## src/rtl/scan_pkg.sv

```systemverilog
package scan_pkg;
  typedef enum logic [2:0] {
    S_IDLE, S_WAIT, S_SETUP, S_SETTLE, S_CONV, S_DONE, S_OUT
  } seq_state_e;

  localparam logic [1:0] WSEL_LIST   = 2'd0;
  localparam logic [1:0] WSEL_SETTLE = 2'd1;
  localparam logic [1:0] WSEL_CHGAIN = 2'd2;
endpackage

```

## src/rtl/scan_cfg_store.sv

```systemverilog
module scan_cfg_store
  import scan_pkg::*;
#(
  parameter int DEPTH    = 256,
  parameter int CH_W     = 5,
  parameter int GAIN_W   = 3,
  parameter int SETTLE_W = 16,
  localparam int IDX_W   = $clog2(DEPTH),
  localparam int ENT_W   = CH_W + GAIN_W,
  localparam int NUM_CH  = 1 << CH_W,
  localparam int NUM_GN  = 1 << GAIN_W
) (
  input  logic                clk,
  input  logic                rst_n,
  input  logic                wr_en,
  input  logic [1:0]          wr_sel,
  input  logic [IDX_W-1:0]    wr_addr,
  input  logic [SETTLE_W-1:0] wr_data,
  input  logic                locked,
  input  logic [IDX_W-1:0]    rd_idx,
  input  logic                gain_mode,
  output logic [CH_W-1:0]     ent_ch,
  output logic [GAIN_W-1:0]   ent_gain,
  output logic [SETTLE_W-1:0] ent_settle
);
  logic [ENT_W-1:0]    slot_q   [DEPTH];
  logic [SETTLE_W-1:0] settle_q [NUM_GN];
  logic [GAIN_W-1:0]   chg_q    [NUM_CH];

  logic wr_ok;
  assign wr_ok = wr_en && !locked;

  for (genvar i = 0; i < DEPTH; i++) begin : g_slot
    always_ff @(posedge clk or negedge rst_n) begin
      if (!rst_n)
        slot_q[i] <= '0;
      else if (wr_ok && wr_sel == WSEL_LIST && wr_addr == IDX_W'(i))
        slot_q[i] <= wr_data[ENT_W-1:0];
    end
  end

  for (genvar g = 0; g < NUM_GN; g++) begin : g_settle
    always_ff @(posedge clk or negedge rst_n) begin
      if (!rst_n)
        settle_q[g] <= '0;
      else if (wr_ok && wr_sel == WSEL_SETTLE && wr_addr[GAIN_W-1:0] == GAIN_W'(g))
        settle_q[g] <= wr_data;
    end
  end

  for (genvar c = 0; c < NUM_CH; c++) begin : g_chg
    always_ff @(posedge clk or negedge rst_n) begin
      if (!rst_n)
        chg_q[c] <= '0;
      else if (wr_ok && wr_sel == WSEL_CHGAIN && wr_addr[CH_W-1:0] == CH_W'(c))
        chg_q[c] <= wr_data[GAIN_W-1:0];
    end
  end

  logic [ENT_W-1:0] cur;
  always_comb begin
    cur        = slot_q[rd_idx];
    ent_ch     = cur[CH_W-1:0];
    ent_gain   = gain_mode ? chg_q[ent_ch] : cur[ENT_W-1:CH_W];
    ent_settle = settle_q[ent_gain];
  end
endmodule

```

## src/rtl/scan_pacer.sv

```systemverilog
module scan_pacer #(
  parameter int TIMER_W = 16
) (
  input  logic               clk,
  input  logic               rst_n,
  input  logic               run,
  input  logic               use_timer,
  input  logic [TIMER_W-1:0] period,
  input  logic               ext_trig,
  output logic               tick
);
  logic [TIMER_W-1:0] cnt_q;
  logic [TIMER_W:0]   cnt_nx;
  logic               hit;

  assign cnt_nx = {1'b0, cnt_q} + 1'b1;
  assign hit    = cnt_nx >= {1'b0, period};
  assign tick   = use_timer ? hit : ext_trig;

  always_ff @(posedge clk or negedge rst_n) begin
    if (!rst_n)
      cnt_q <= '0;
    else if (!run || hit)
      cnt_q <= '0;
    else
      cnt_q <= cnt_nx[TIMER_W-1:0];
  end
endmodule

```

## src/rtl/scan_ctrl.sv

```systemverilog
module scan_ctrl
  import scan_pkg::*;
#(
  parameter int IDX_W    = 8,
  parameter int CH_W     = 5,
  parameter int GAIN_W   = 3,
  parameter int SETTLE_W = 16,
  parameter int DATA_W   = 16,
  parameter int TMO_CYC  = 64,
  localparam int TMO_W   = $clog2(TMO_CYC) + 1
) (
  input  logic                clk,
  input  logic                rst_n,
  input  logic                start,
  input  logic                stop_req,
  input  logic                cont_mode,
  input  logic                gain_mode,
  input  logic [IDX_W-1:0]    last_idx,
  input  logic                tick,
  input  logic [CH_W-1:0]     ent_ch,
  input  logic [GAIN_W-1:0]   ent_gain,
  input  logic [SETTLE_W-1:0] ent_settle,
  input  logic                conv_done,
  input  logic [DATA_W-1:0]   conv_data,
  input  logic                out_ready,
  output logic [IDX_W-1:0]    rd_idx,
  output logic                gmode,
  output logic                busy,
  output logic [CH_W-1:0]     mux_addr,
  output logic [GAIN_W-1:0]   pga_gain,
  output logic                conv_start,
  output logic                out_valid,
  output logic [DATA_W-1:0]   out_data,
  output logic [CH_W-1:0]     out_chan,
  output logic [IDX_W-1:0]    out_index,
  output logic                scan_done,
  output logic                overrun,
  output logic                timeout_err
);
  seq_state_e st_q, st_nx;
  logic [IDX_W-1:0]    idx_q, last_q;
  logic                cont_q, gmode_q, stop_q;
  logic [SETTLE_W-1:0] cnt_q;
  logic [TMO_W-1:0]    tmo_q;
  logic [CH_W-1:0]     mux_q;
  logic [GAIN_W-1:0]   gain_q;
  logic [DATA_W-1:0]   data_q;
  logic                done_q, ovr_q, err_q;

  logic start_ok, tmo_hit, advance, at_last, finish;
  seq_state_e adv_st;

  assign start_ok = start && (st_q == S_IDLE);
  assign tmo_hit  = (st_q == S_DONE) && !conv_done && (tmo_q == TMO_W'(TMO_CYC - 1));
  assign advance  = ((st_q == S_OUT) && out_ready) || tmo_hit;
  assign at_last  = (idx_q == last_q);
  assign finish   = at_last && !cont_q;
  assign adv_st   = (finish || stop_q) ? S_IDLE : S_WAIT;

  always_comb begin
    st_nx = st_q;
    unique case (st_q)
      S_IDLE:   if (start) st_nx = S_WAIT;
      S_WAIT:   if (stop_q) st_nx = S_IDLE;
                else if (tick) st_nx = S_SETUP;
      S_SETUP:  st_nx = (ent_settle == '0) ? S_CONV : S_SETTLE;
      S_SETTLE: if (cnt_q == SETTLE_W'(1)) st_nx = S_CONV;
      S_CONV:   st_nx = S_DONE;
      S_DONE:   if (conv_done) st_nx = S_OUT;
                else if (tmo_hit) st_nx = adv_st;
      S_OUT:    if (out_ready) st_nx = adv_st;
      default:  st_nx = S_IDLE;
    endcase
  end

  always_ff @(posedge clk or negedge rst_n) begin
    if (!rst_n) begin
      st_q    <= S_IDLE;
      idx_q   <= '0;
      last_q  <= '0;
      cont_q  <= 1'b0;
      gmode_q <= 1'b0;
      stop_q  <= 1'b0;
      cnt_q   <= '0;
      tmo_q   <= '0;
      mux_q   <= '0;
      gain_q  <= '0;
      data_q  <= '0;
      done_q  <= 1'b0;
      ovr_q   <= 1'b0;
      err_q   <= 1'b0;
    end else begin
      st_q <= st_nx;
      if (start_ok) begin
        idx_q   <= '0;
        last_q  <= last_idx;
        cont_q  <= cont_mode;
        gmode_q <= gain_mode;
        stop_q  <= 1'b0;
        done_q  <= 1'b0;
        ovr_q   <= 1'b0;
        err_q   <= 1'b0;
      end else begin
        if (stop_req) stop_q <= 1'b1;
        if (busy && st_q != S_WAIT && tick) ovr_q <= 1'b1;
      end
      case (st_q)
        S_SETUP: begin
          mux_q  <= ent_ch;
          gain_q <= ent_gain;
          cnt_q  <= ent_settle;
        end
        S_SETTLE: cnt_q <= cnt_q - 1'b1;
        S_CONV:   tmo_q <= '0;
        S_DONE: begin
          tmo_q <= tmo_q + 1'b1;
          if (conv_done) data_q <= conv_data;
        end
        default: ;
      endcase
      if (tmo_hit) err_q <= 1'b1;
      if (advance) begin
        idx_q <= at_last ? '0 : idx_q + 1'b1;
        if (finish) done_q <= 1'b1;
      end
    end
  end

  assign rd_idx      = idx_q;
  assign gmode       = gmode_q;
  assign busy        = (st_q != S_IDLE);
  assign mux_addr    = mux_q;
  assign pga_gain    = gain_q;
  assign conv_start  = (st_q == S_CONV);
  assign out_valid   = (st_q == S_OUT);
  assign out_data    = data_q;
  assign out_chan    = mux_q;
  assign out_index   = idx_q;
  assign scan_done   = done_q;
  assign overrun     = ovr_q;
  assign timeout_err = err_q;
endmodule

```

## src/rtl/scan_seq.sv

```systemverilog
module scan_seq
  import scan_pkg::*;
#(
  parameter int DEPTH    = 256,
  parameter int CH_W     = 5,
  parameter int GAIN_W   = 3,
  parameter int SETTLE_W = 16,
  parameter int DATA_W   = 16,
  parameter int TIMER_W  = 16,
  parameter int TMO_CYC  = 64,
  localparam int IDX_W   = $clog2(DEPTH)
) (
  input  logic                clk,
  input  logic                rst_n,
  input  logic                wr_en,
  input  logic [1:0]          wr_sel,
  input  logic [IDX_W-1:0]    wr_addr,
  input  logic [SETTLE_W-1:0] wr_data,
  input  logic                start,
  input  logic                stop_req,
  input  logic                cont_mode,
  input  logic                gain_mode,
  input  logic [IDX_W-1:0]    last_idx,
  input  logic                use_timer,
  input  logic [TIMER_W-1:0]  timer_period,
  input  logic                ext_trig,
  output logic [CH_W-1:0]     mux_addr,
  output logic [GAIN_W-1:0]   pga_gain,
  output logic                conv_start,
  input  logic                conv_done,
  input  logic [DATA_W-1:0]   conv_data,
  output logic                out_valid,
  input  logic                out_ready,
  output logic [DATA_W-1:0]   out_data,
  output logic [CH_W-1:0]     out_chan,
  output logic [IDX_W-1:0]    out_index,
  output logic                busy,
  output logic                scan_done,
  output logic                overrun,
  output logic                timeout_err
);
  logic [IDX_W-1:0]    rd_idx;
  logic                gmode, tick;
  logic [CH_W-1:0]     ent_ch;
  logic [GAIN_W-1:0]   ent_gain;
  logic [SETTLE_W-1:0] ent_settle;

  scan_cfg_store #(
    .DEPTH(DEPTH), .CH_W(CH_W), .GAIN_W(GAIN_W), .SETTLE_W(SETTLE_W)
  ) u_store (
    .clk(clk), .rst_n(rst_n), .wr_en(wr_en), .wr_sel(wr_sel),
    .wr_addr(wr_addr), .wr_data(wr_data), .locked(busy),
    .rd_idx(rd_idx), .gain_mode(gmode),
    .ent_ch(ent_ch), .ent_gain(ent_gain), .ent_settle(ent_settle)
  );

  scan_pacer #(.TIMER_W(TIMER_W)) u_pacer (
    .clk(clk), .rst_n(rst_n), .run(busy), .use_timer(use_timer),
    .period(timer_period), .ext_trig(ext_trig), .tick(tick)
  );

  scan_ctrl #(
    .IDX_W(IDX_W), .CH_W(CH_W), .GAIN_W(GAIN_W), .SETTLE_W(SETTLE_W),
    .DATA_W(DATA_W), .TMO_CYC(TMO_CYC)
  ) u_ctrl (
    .clk(clk), .rst_n(rst_n), .start(start), .stop_req(stop_req),
    .cont_mode(cont_mode), .gain_mode(gain_mode), .last_idx(last_idx),
    .tick(tick), .ent_ch(ent_ch), .ent_gain(ent_gain), .ent_settle(ent_settle),
    .conv_done(conv_done), .conv_data(conv_data), .out_ready(out_ready),
    .rd_idx(rd_idx), .gmode(gmode), .busy(busy),
    .mux_addr(mux_addr), .pga_gain(pga_gain), .conv_start(conv_start),
    .out_valid(out_valid), .out_data(out_data), .out_chan(out_chan),
    .out_index(out_index), .scan_done(scan_done), .overrun(overrun),
    .timeout_err(timeout_err)
  );
endmodule

```

## config.mk

```make
export PLATFORM = sky130hd
export DESIGN_NAME = scan_seq
export DESIGN_NICKNAME = d
export VERILOG_FILES = /design/src/rtl/scan_pkg.sv /design/src/rtl/scan_cfg_store.sv /design/src/rtl/scan_pacer.sv /design/src/rtl/scan_ctrl.sv /design/src/rtl/scan_seq.sv
export SDC_FILE = /design/constraint.sdc
export NUM_CORES = 2
export LEC_CHECK = 0
export BUFFER_PORTS_ARGS = -buffer_cell sky130_fd_sc_hd__buf_2
export CAP_MARGIN = 20
export CORE_UTILIZATION = 50
export CTS_CLUSTER_SIZE = 10
export DETAILED_ROUTE_END_ITERATION = 8
export GPL_TIMING_DRIVEN = 0
export PLACE_DENSITY = 0.67
export SYNTH_ARGS = -nofsm -noshare
export SYNTH_HDL_FRONTEND = slang
export SYNTH_SLANG_ARGS = --single-unit
```

## constraint.sdc

```tcl
create_clock -name clk -period 6.3 [get_ports clk]
set_clock_uncertainty 0.05 [all_clocks]
set_input_delay 0.315 -clock clk [delete_from_list [all_inputs] [get_ports clk]]
set_output_delay 0.315 -clock clk [all_outputs]
set_load 0.01 [all_outputs]
```

; Word-level counts from Yosys, hierarchy flattened
; Index checks and enable logic that the tools add are counted.
[totals]
register_bits = 2360
inputBits = 77
elab_cells = 996
[op_classes]
add_sub_neg = 4
n_lt_le_gt_ge = 4
n_eq_ne = 310
mux = 36
bitwise_logic = 3
reduce_logical = 328
[op_table]
columns = cell, count
row1 = $eq 8x8->1 const B, 128
row2 = $eq 8x7->1 const B, 64
row3 = $logic_and 1x1->1, 307
row4 = $eq 8x6->1 const B, 32
row5 = $eq 8x5->1 const B, 16
row6 = $eq 5x5->1 const B, 16
row7 = $bmux 8 s8, 1
row8 = $eq 8x4->1 const B, 8
row9 = $bmux 16 s3, 1
row10 = $mux 16, 3
row11 = $eq 5x4->1 const B, 8
row12 = $mux 8, 5
row13 = $mux 3, 11
row14 = $eq 8x3->1 const B, 4
row15 = $pmux 16 s2, 1
row16 = $eq 3x3->1 const B, 7
row17 = $pmux 3 s7, 1
row18 = $eq 5x3->1 const B, 4
row19 = $add 16x1->17 const B, 1
row20 = $ge 17x16->1, 1
row21 = $eq 16x1->1 const B, 1
row22 = $eq 8x2->1 const B, 2
row23 = $logic_not 16->1, 1
row24 = $sub 16x1->16 const B, 1
row25 = other kinds (34), 61

; Depth between registers and ports, before layout
[depth]
word_depth = 16
mapped_depth = 27

; Hierarchy
; From an unflattened synthesis, not the netlist that was laid out.
[hier_totals]
hier_cells = 7312
area_unflattened_um2 = 109575.1
[by_module_without_submodules]
columns = module, instances, cells_each, area_per_inst_um2
row1 = scan_cfg_store, 1, 6773, 104620.3
row2 = scan_ctrl, 1, 405, 3739.8
row3 = scan_pacer, 1, 134, 1214.9

; Worst setup path after synthesis
; No wires, ideal clock.
[synth_timing]
path_kind = reg-to-reg
start = reg u_ctrl.idx_q[1], in the netlist u_ctrl.out_index[1]
end = reg u_ctrl.st_q[2]
setup_time_ns = 0.129
arrival_time_ns = 4.992
setup_slack_ns = 1.129
stages_incl_launch_ff = 25
n_path_buf = 11
synth_period_minus_slack_ns = 5.171
path_cell_list = dfrtp_1 buf_4 buf_4 buf_4 buf_4 buf_4 buf_2 buf_2 buf_4 clkbuf_1 mux4_2 o22ai_1 a21oi_1 mux4_2 mux4_2 nor2_2 a41oi_2 buf_6 buf_6 mux2i_1 a22oi_1 nand2_1 nand4_1 nor4_4 o41a_1
[synth_via]
elab_chain_cells = 16
[synth_rtl]
columns = element, line_no
row1 = from (decl), scan_ctrl.sv:41  ; logic [IDX_W-1:0] idx_q, last_q;
row2 = from (signal assigned), scan_ctrl.sv:123  ; idx_q <= at_last ? '0 : idx_q + 1'b1;
row3 = $not 8->9 (not written as such) *, scan_cfg_store.sv:62  ; cur = slot_q[rd_idx];
row4 = $bmux 8 s8 *, scan_cfg_store.sv:62
row5 = $mux 8 (not written as such) * (2 in a row), scan_cfg_store.sv:62
row6 = $not 5->6 (not written as such), scan_cfg_store.sv:64  ; ent_gain = gain_mode ? chg_q[ent_ch] : cur[ENT_W-1:CH_W];
row7 = $bmux 3 s5, scan_cfg_store.sv:64
row8 = $mux 3 (not written as such) (2 in a row), scan_cfg_store.sv:64
row9 = $mux 3 *, scan_cfg_store.sv:64
row10 = $not 3->4 (not written as such) *, scan_cfg_store.sv:65  ; ent_settle = settle_q[ent_gain];
row11 = $bmux 16 s3 *, scan_cfg_store.sv:65
row12 = $mux 16 (not written as such) * (2 in a row), scan_cfg_store.sv:65
row13 = $logic_not 16->1 *, scan_ctrl.sv:66  ; S_SETUP: st_nx = (ent_settle == '0) ? S_CONV : S_SETTLE;
row14 = $mux 3 *, scan_ctrl.sv:66
row15 = $pmux 3 s7 *, scan_ctrl.sv:62  ; unique case (st_q)
row16 = to (signal assigned), scan_ctrl.sv:93  ; st_q <= st_nx;
row17 = to (decl), scan_ctrl.sv:40  ; seq_state_e st_q, st_nx;
; Mark *: on every way between the ends. The rest lies on a longest branch, timed or not. The select of a mux whose other input is x is not followed.
; A chain may end at the register's enable or synchronous reset.

; Worst setup path in the final report
; Same ends and word-level chain as after synthesis.

==> impl_metrics.env <==
export IMPL_largest_net_degree_at_the_start_of_global_routing=180
export IMPL_cts_max_level=5
export IMPL_clock_network_fraction_of_design_power_pct=39.1
export IMPL_combPwrFrac_pct=19.3
export IMPL_postRouteWirelength_um=508800
export IMPL_area_growth_synth_to_final_pct=18.39
export IMPL_max_freq_ghz=0.1443
export IMPL_clock_sinks=2360
export IMPL_wl_met1_um=183800
export IMPL_syn_num_nets=7514
export IMPL_layout_min_cycle_time_ns=6.929
export IMPL_topRoutingLayerUsed="met5"
export IMPL_antenna_found_initial=71
export IMPL_max_slew_worst_pin_slew_ns=1.349
export IMPL_start_kind="flop"
export IMPL_finalCoreUtilization_pct=59.58
export IMPL_most_used_dff_post_synth="sky130_fd_sc_hd__dfrtp_1"
export IMPL_internal_power_mw=27.46
export IMPL_first_pass_grt_wire_length_um=675400
export IMPL_worst_slew_margin_rel_pct=10.07
export IMPL_synth_warnings=0
export IMPL_maxCapViolCount=0
export IMPL_gr_total_overflow=0
export IMPL_synthCells=7416
export IMPL_report_final_setup_viol=17
export IMPL_synth_cell_types=84
export IMPL_hold_path_startpoint="last_idx[7]"
export IMPL_die_x_um=469.7
export IMPL_rsz0062_at_grt="true"
export IMPL_pre_cts_setup_slack_ns=-4.413
export IMPL_outcome="finished with violations"
export IMPL_routabilityCongestion=1.069
export IMPL_synth_sequential_area_ratio_pct=53.99
export IMPL_core_area_mm2=0.2174
export IMPL_place_port_buffers=110
export IMPL_endpoint_kind="flop"
export IMPL_start_util_pct=50.32
export IMPL_tritoncts="built"
export IMPL_cts_root_buf="sky130_fd_sc_hd__clkbuf_16"
export IMPL_powerDensity_mw_per_mm2=299.7
export IMPL_final_antenna_net_count=0
export IMPL_groute_usage_overall_pct=45.89
export IMPL_post_route_worst_setup_slack_ns=-0.6293
export IMPL_critPathRequiredTime_ns=7.06
export IMPL_synthesis_area_mm2=0.1094
export IMPL_worst_r2r_startpoint="u_ctrl.out_index[1]$_DFFE_PN0P_"
export IMPL_layout_worst_path_cycle_share_pct=110.0
export IMPL_timing_critical_path_fanout_max=10
export IMPL_timing_setup_critical_path_class="flop to flop"
export IMPL_route_met3_wl_um=71510
export IMPL_leading_cell_type_in_the_layout_fill_and_taps_excluded="sky130_fd_sc_hd__dfrtp_1"
export IMPL_final_nets=8295
export IMPL_ys_ff_latch=2360
export IMPL_power_sequential_fraction_pct=41.6
export IMPL_wire_per_inst_um=45.55
export IMPL_fin_cells=11170
export IMPL_dp_cells=10471
export IMPL_drc=0
export IMPL_synth_edf_count=0
export IMPL_timing_critical_path_arrival_ns=7.69
export IMPL_asyncSetResetFlopFracSynth_pct=100.0
export IMPL_worst_hold_path_type="primary input to flop"
export IMPL_power_share_switching_pct=29.25
export IMPL_power_leakage_nw=60.04
export IMPL_vias=78554
export IMPL_layout_drive_gt1_share_pct=47.11
export IMPL_drt_pre_antenna_iters=8
export IMPL_die_height_um=469.7
export IMPL_violations_in_the_final_reports="negative setup slack"
export IMPL_startpoint="u_ctrl.out_index[1]$_DFFE_PN0P_"
export IMPL_top_level_ports=120
export IMPL_latest_clock_arrival_within_the_worst_skew_pair_ns=0.98
export IMPL_place_hpwl_um=347200
export IMPL_drt_initial_drc_count=11404
export IMPL_routed_wl_met2_um=203100
export IMPL_num_fill_cells=16704
export IMPL_cts_made_buffers=293
export IMPL_power_switching_mw=11.35
export IMPL_vdd_ir_drop_max_mv=0.2973
export IMPL_vias_per_cell=7.033
export IMPL_hold_viol=0
export IMPL_drv_slew=0
export IMPL_path_clk_slew_ns=0.06
export IMPL_synthesis_area_per_instance_um2=14.75
export IMPL_die_area_mm2=0.2207
export IMPL_fp_row_count=171
export IMPL_cts_path_max_buffers=4
export IMPL_grt_pass1_vias=76011
export IMPL_layout_cells_most_common_list="sky130_fd_sc_hd__dfrtp_1 (2356), sky130_fd_sc_hd__mux2_2 (2300), sky130_fd_sc_hd__mux4_2 (398), sky130_fd_sc_hd__mux2i_1 (398), sky130_fd_sc_hd__clkbuf_1 (336)"
cell families after synthesis:
| group | synth area share, % |
|---|---|
| compound gates | 3.463 |
| xor+xnor | 0.1761 |
| simple gates | 3.022 |
| fa+ha+maj | 0.2402 |
| mux | 36.32 |
| buf+inv | 2.795 |
| flops | 53.99 |
registers in the layout (all words and copies together) (netlist names), 3 cells and up:
signal and cells:
u_store.slot_q 2048, u_store.settle_q 128, u_store.chg_q 96, u_ctrl.cnt_q 16
u_ctrl.out_data 16, u_pacer.cnt_q 16, u_ctrl.last_q 8, u_ctrl.out_index 8
u_ctrl.tmo_q 7, u_ctrl.mux_addr 5, u_ctrl.pga_gain 3, u_ctrl.st_q 3
per-layer routing:
layer	GRT usage [%]	vias up
met5	0.9734	-
met1	57.41	41781
li1	-	29094
met3	20.49	1678
met2	61.03	5971
met4	36.72	30
power by group through the flow:
| stage | logic [mW] | clock network (mW) | registers (mW) |
|---|---|---|---|
| global placement | 5.51 | 0 | 16.4 |
| detailed placement | 5.66 | 0 | 16.4 |
| floorplan | 2.92 | 0 | 16.3 |
| global route | 7.53 | 15.7 | 16.2 |
| finish | 7.48 | 15.2 | 16.2 |
| CTS | 6.90 | 15.1 | 16.1 |
layout make-up:
type | instances | area, µm² | share of cell area [%]
Antenna cell | 53 | 132.6 | 0.1024
Buffer | 546 | 4975 | 3.841
Clock buffer | 350 | 7848 | 6.059
Clock inverter | 11 | 156.4 | 0.1208
Inverter | 33 | 132.6 | 0.1024
Multi-Input combinational cell | 4474 | 48220 | 37.23
Sequential cell | 2360 | 59060 | 45.60
Tap cell | 2854 | 3571 | 2.757
Timing Repair Buffer | 489 | 5419 | 4.184
through the flow:
step / TNS [ns] / total power [mW] / cell area [µm²] / hold slack (ns)
3_3_place_gp: - / 21.94 / 113500 / 0.4092
3_5_place_dp: -106.74 / 22.05 / 115300 / 0.1644
6_report: -2.959 / 38.82 / 129500 / 0.02885
5_1_grt: -1.443 / 39.46 / 129400 / 0.07085
2_1_floorplan: 0 / 19.23 / 109400 / -0.03059
4_1_cts: -1.090 / 38.17 / 128200 / 0.01207
critical path, cell delays in order (launching register included):
cell and delay [ns]:
sky130_fd_sc_hd__dfrtp_2 0.47, sky130_fd_sc_hd__buf_12 0.20, sky130_fd_sc_hd__nand2b_2 0.44, sky130_fd_sc_hd__clkbuf_4 0.55, sky130_fd_sc_hd__clkbuf_4 0.58, sky130_fd_sc_hd__buf_4 0.60, sky130_fd_sc_hd__o221ai_1 0.35, sky130_fd_sc_hd__nand2_1 0.20
sky130_fd_sc_hd__a21oi_4 0.14, sky130_fd_sc_hd__mux4_2 0.63, sky130_fd_sc_hd__mux4_2 0.65, sky130_fd_sc_hd__nor2_4 0.14, sky130_fd_sc_hd__a41oi_4 0.07, sky130_fd_sc_hd__buf_6 0.23, sky130_fd_sc_hd__clkbuf_16 0.17, sky130_fd_sc_hd__mux2i_1 0.13
sky130_fd_sc_hd__a22oi_2 0.24, sky130_fd_sc_hd__nand2_1 0.15, sky130_fd_sc_hd__nand4_1 0.17, sky130_fd_sc_hd__nor4_4 0.05, sky130_fd_sc_hd__buf_4 0.16, sky130_fd_sc_hd__o41a_1 0.31
Yosys cell counts (all sizes together), types with 8 or more instances:
cell,count,area (µm²)
and2,13,81.33
xor2,15,131.4
a221oi,45,424.2
inv,31,116.4
and3,9,56.30
a22o,9,78.83
o221ai,105,919.6
or3,11,68.82
o211ai,10,75.07
o21a,10,75.07
a22oi,63,473.0
clkbuf,379,1436
nor2b,35,219.0
ha,21,262.8
mux4,417,9460
a21oi,87,435.4
a21o,8,60.06
mux2i,435,4354
nor3,19,95.09
nand2b,15,93.84
nand3,46,230.2
dfrtp,2360,59060
a211oi,9,72.57
nand4,16,106.4
o22ai,67,425.4
nand2,323,1220
mux2,2301,25910
buf,168,1476
nor2,243,919.6
o21ai,54,270.3
a31oi,14,87.58
final timing paths:
path	end	slack, ns	depth (start not counted)
min in group asynchronous	u_store.slot_q[166]$_DFFE_PN0P_	0.52	4
worst max-delay path	u_ctrl.st_q[2]$_DFFE_PN0P_	-0.63	21
worst min-delay path	u_ctrl.last_q[7]$_DFFE_PN0P_	0.03	4
worst min register to register	u_ctrl.pga_gain[0]$_DFFE_PN0P_	0.42	2
worst max register to register	u_ctrl.st_q[2]$_DFFE_PN0P_	-0.63	21
max in group asynchronous	u_store.slot_q[1007]$_DFFE_PN0P_	2.85	7
timing repair:
action | 4_1_cts | 5_1_grt
setup buffers | 166 | 44
setup endpoints to repair | 34 | 17
gates cloned | 9 | 6
hold buffers | 52 | 0
resized for setup | 558 | 124
hold endpoints to repair | 561 | 0
pin swaps | 21 | 34
No activity file was read; power rests on OpenSTA's default activity.
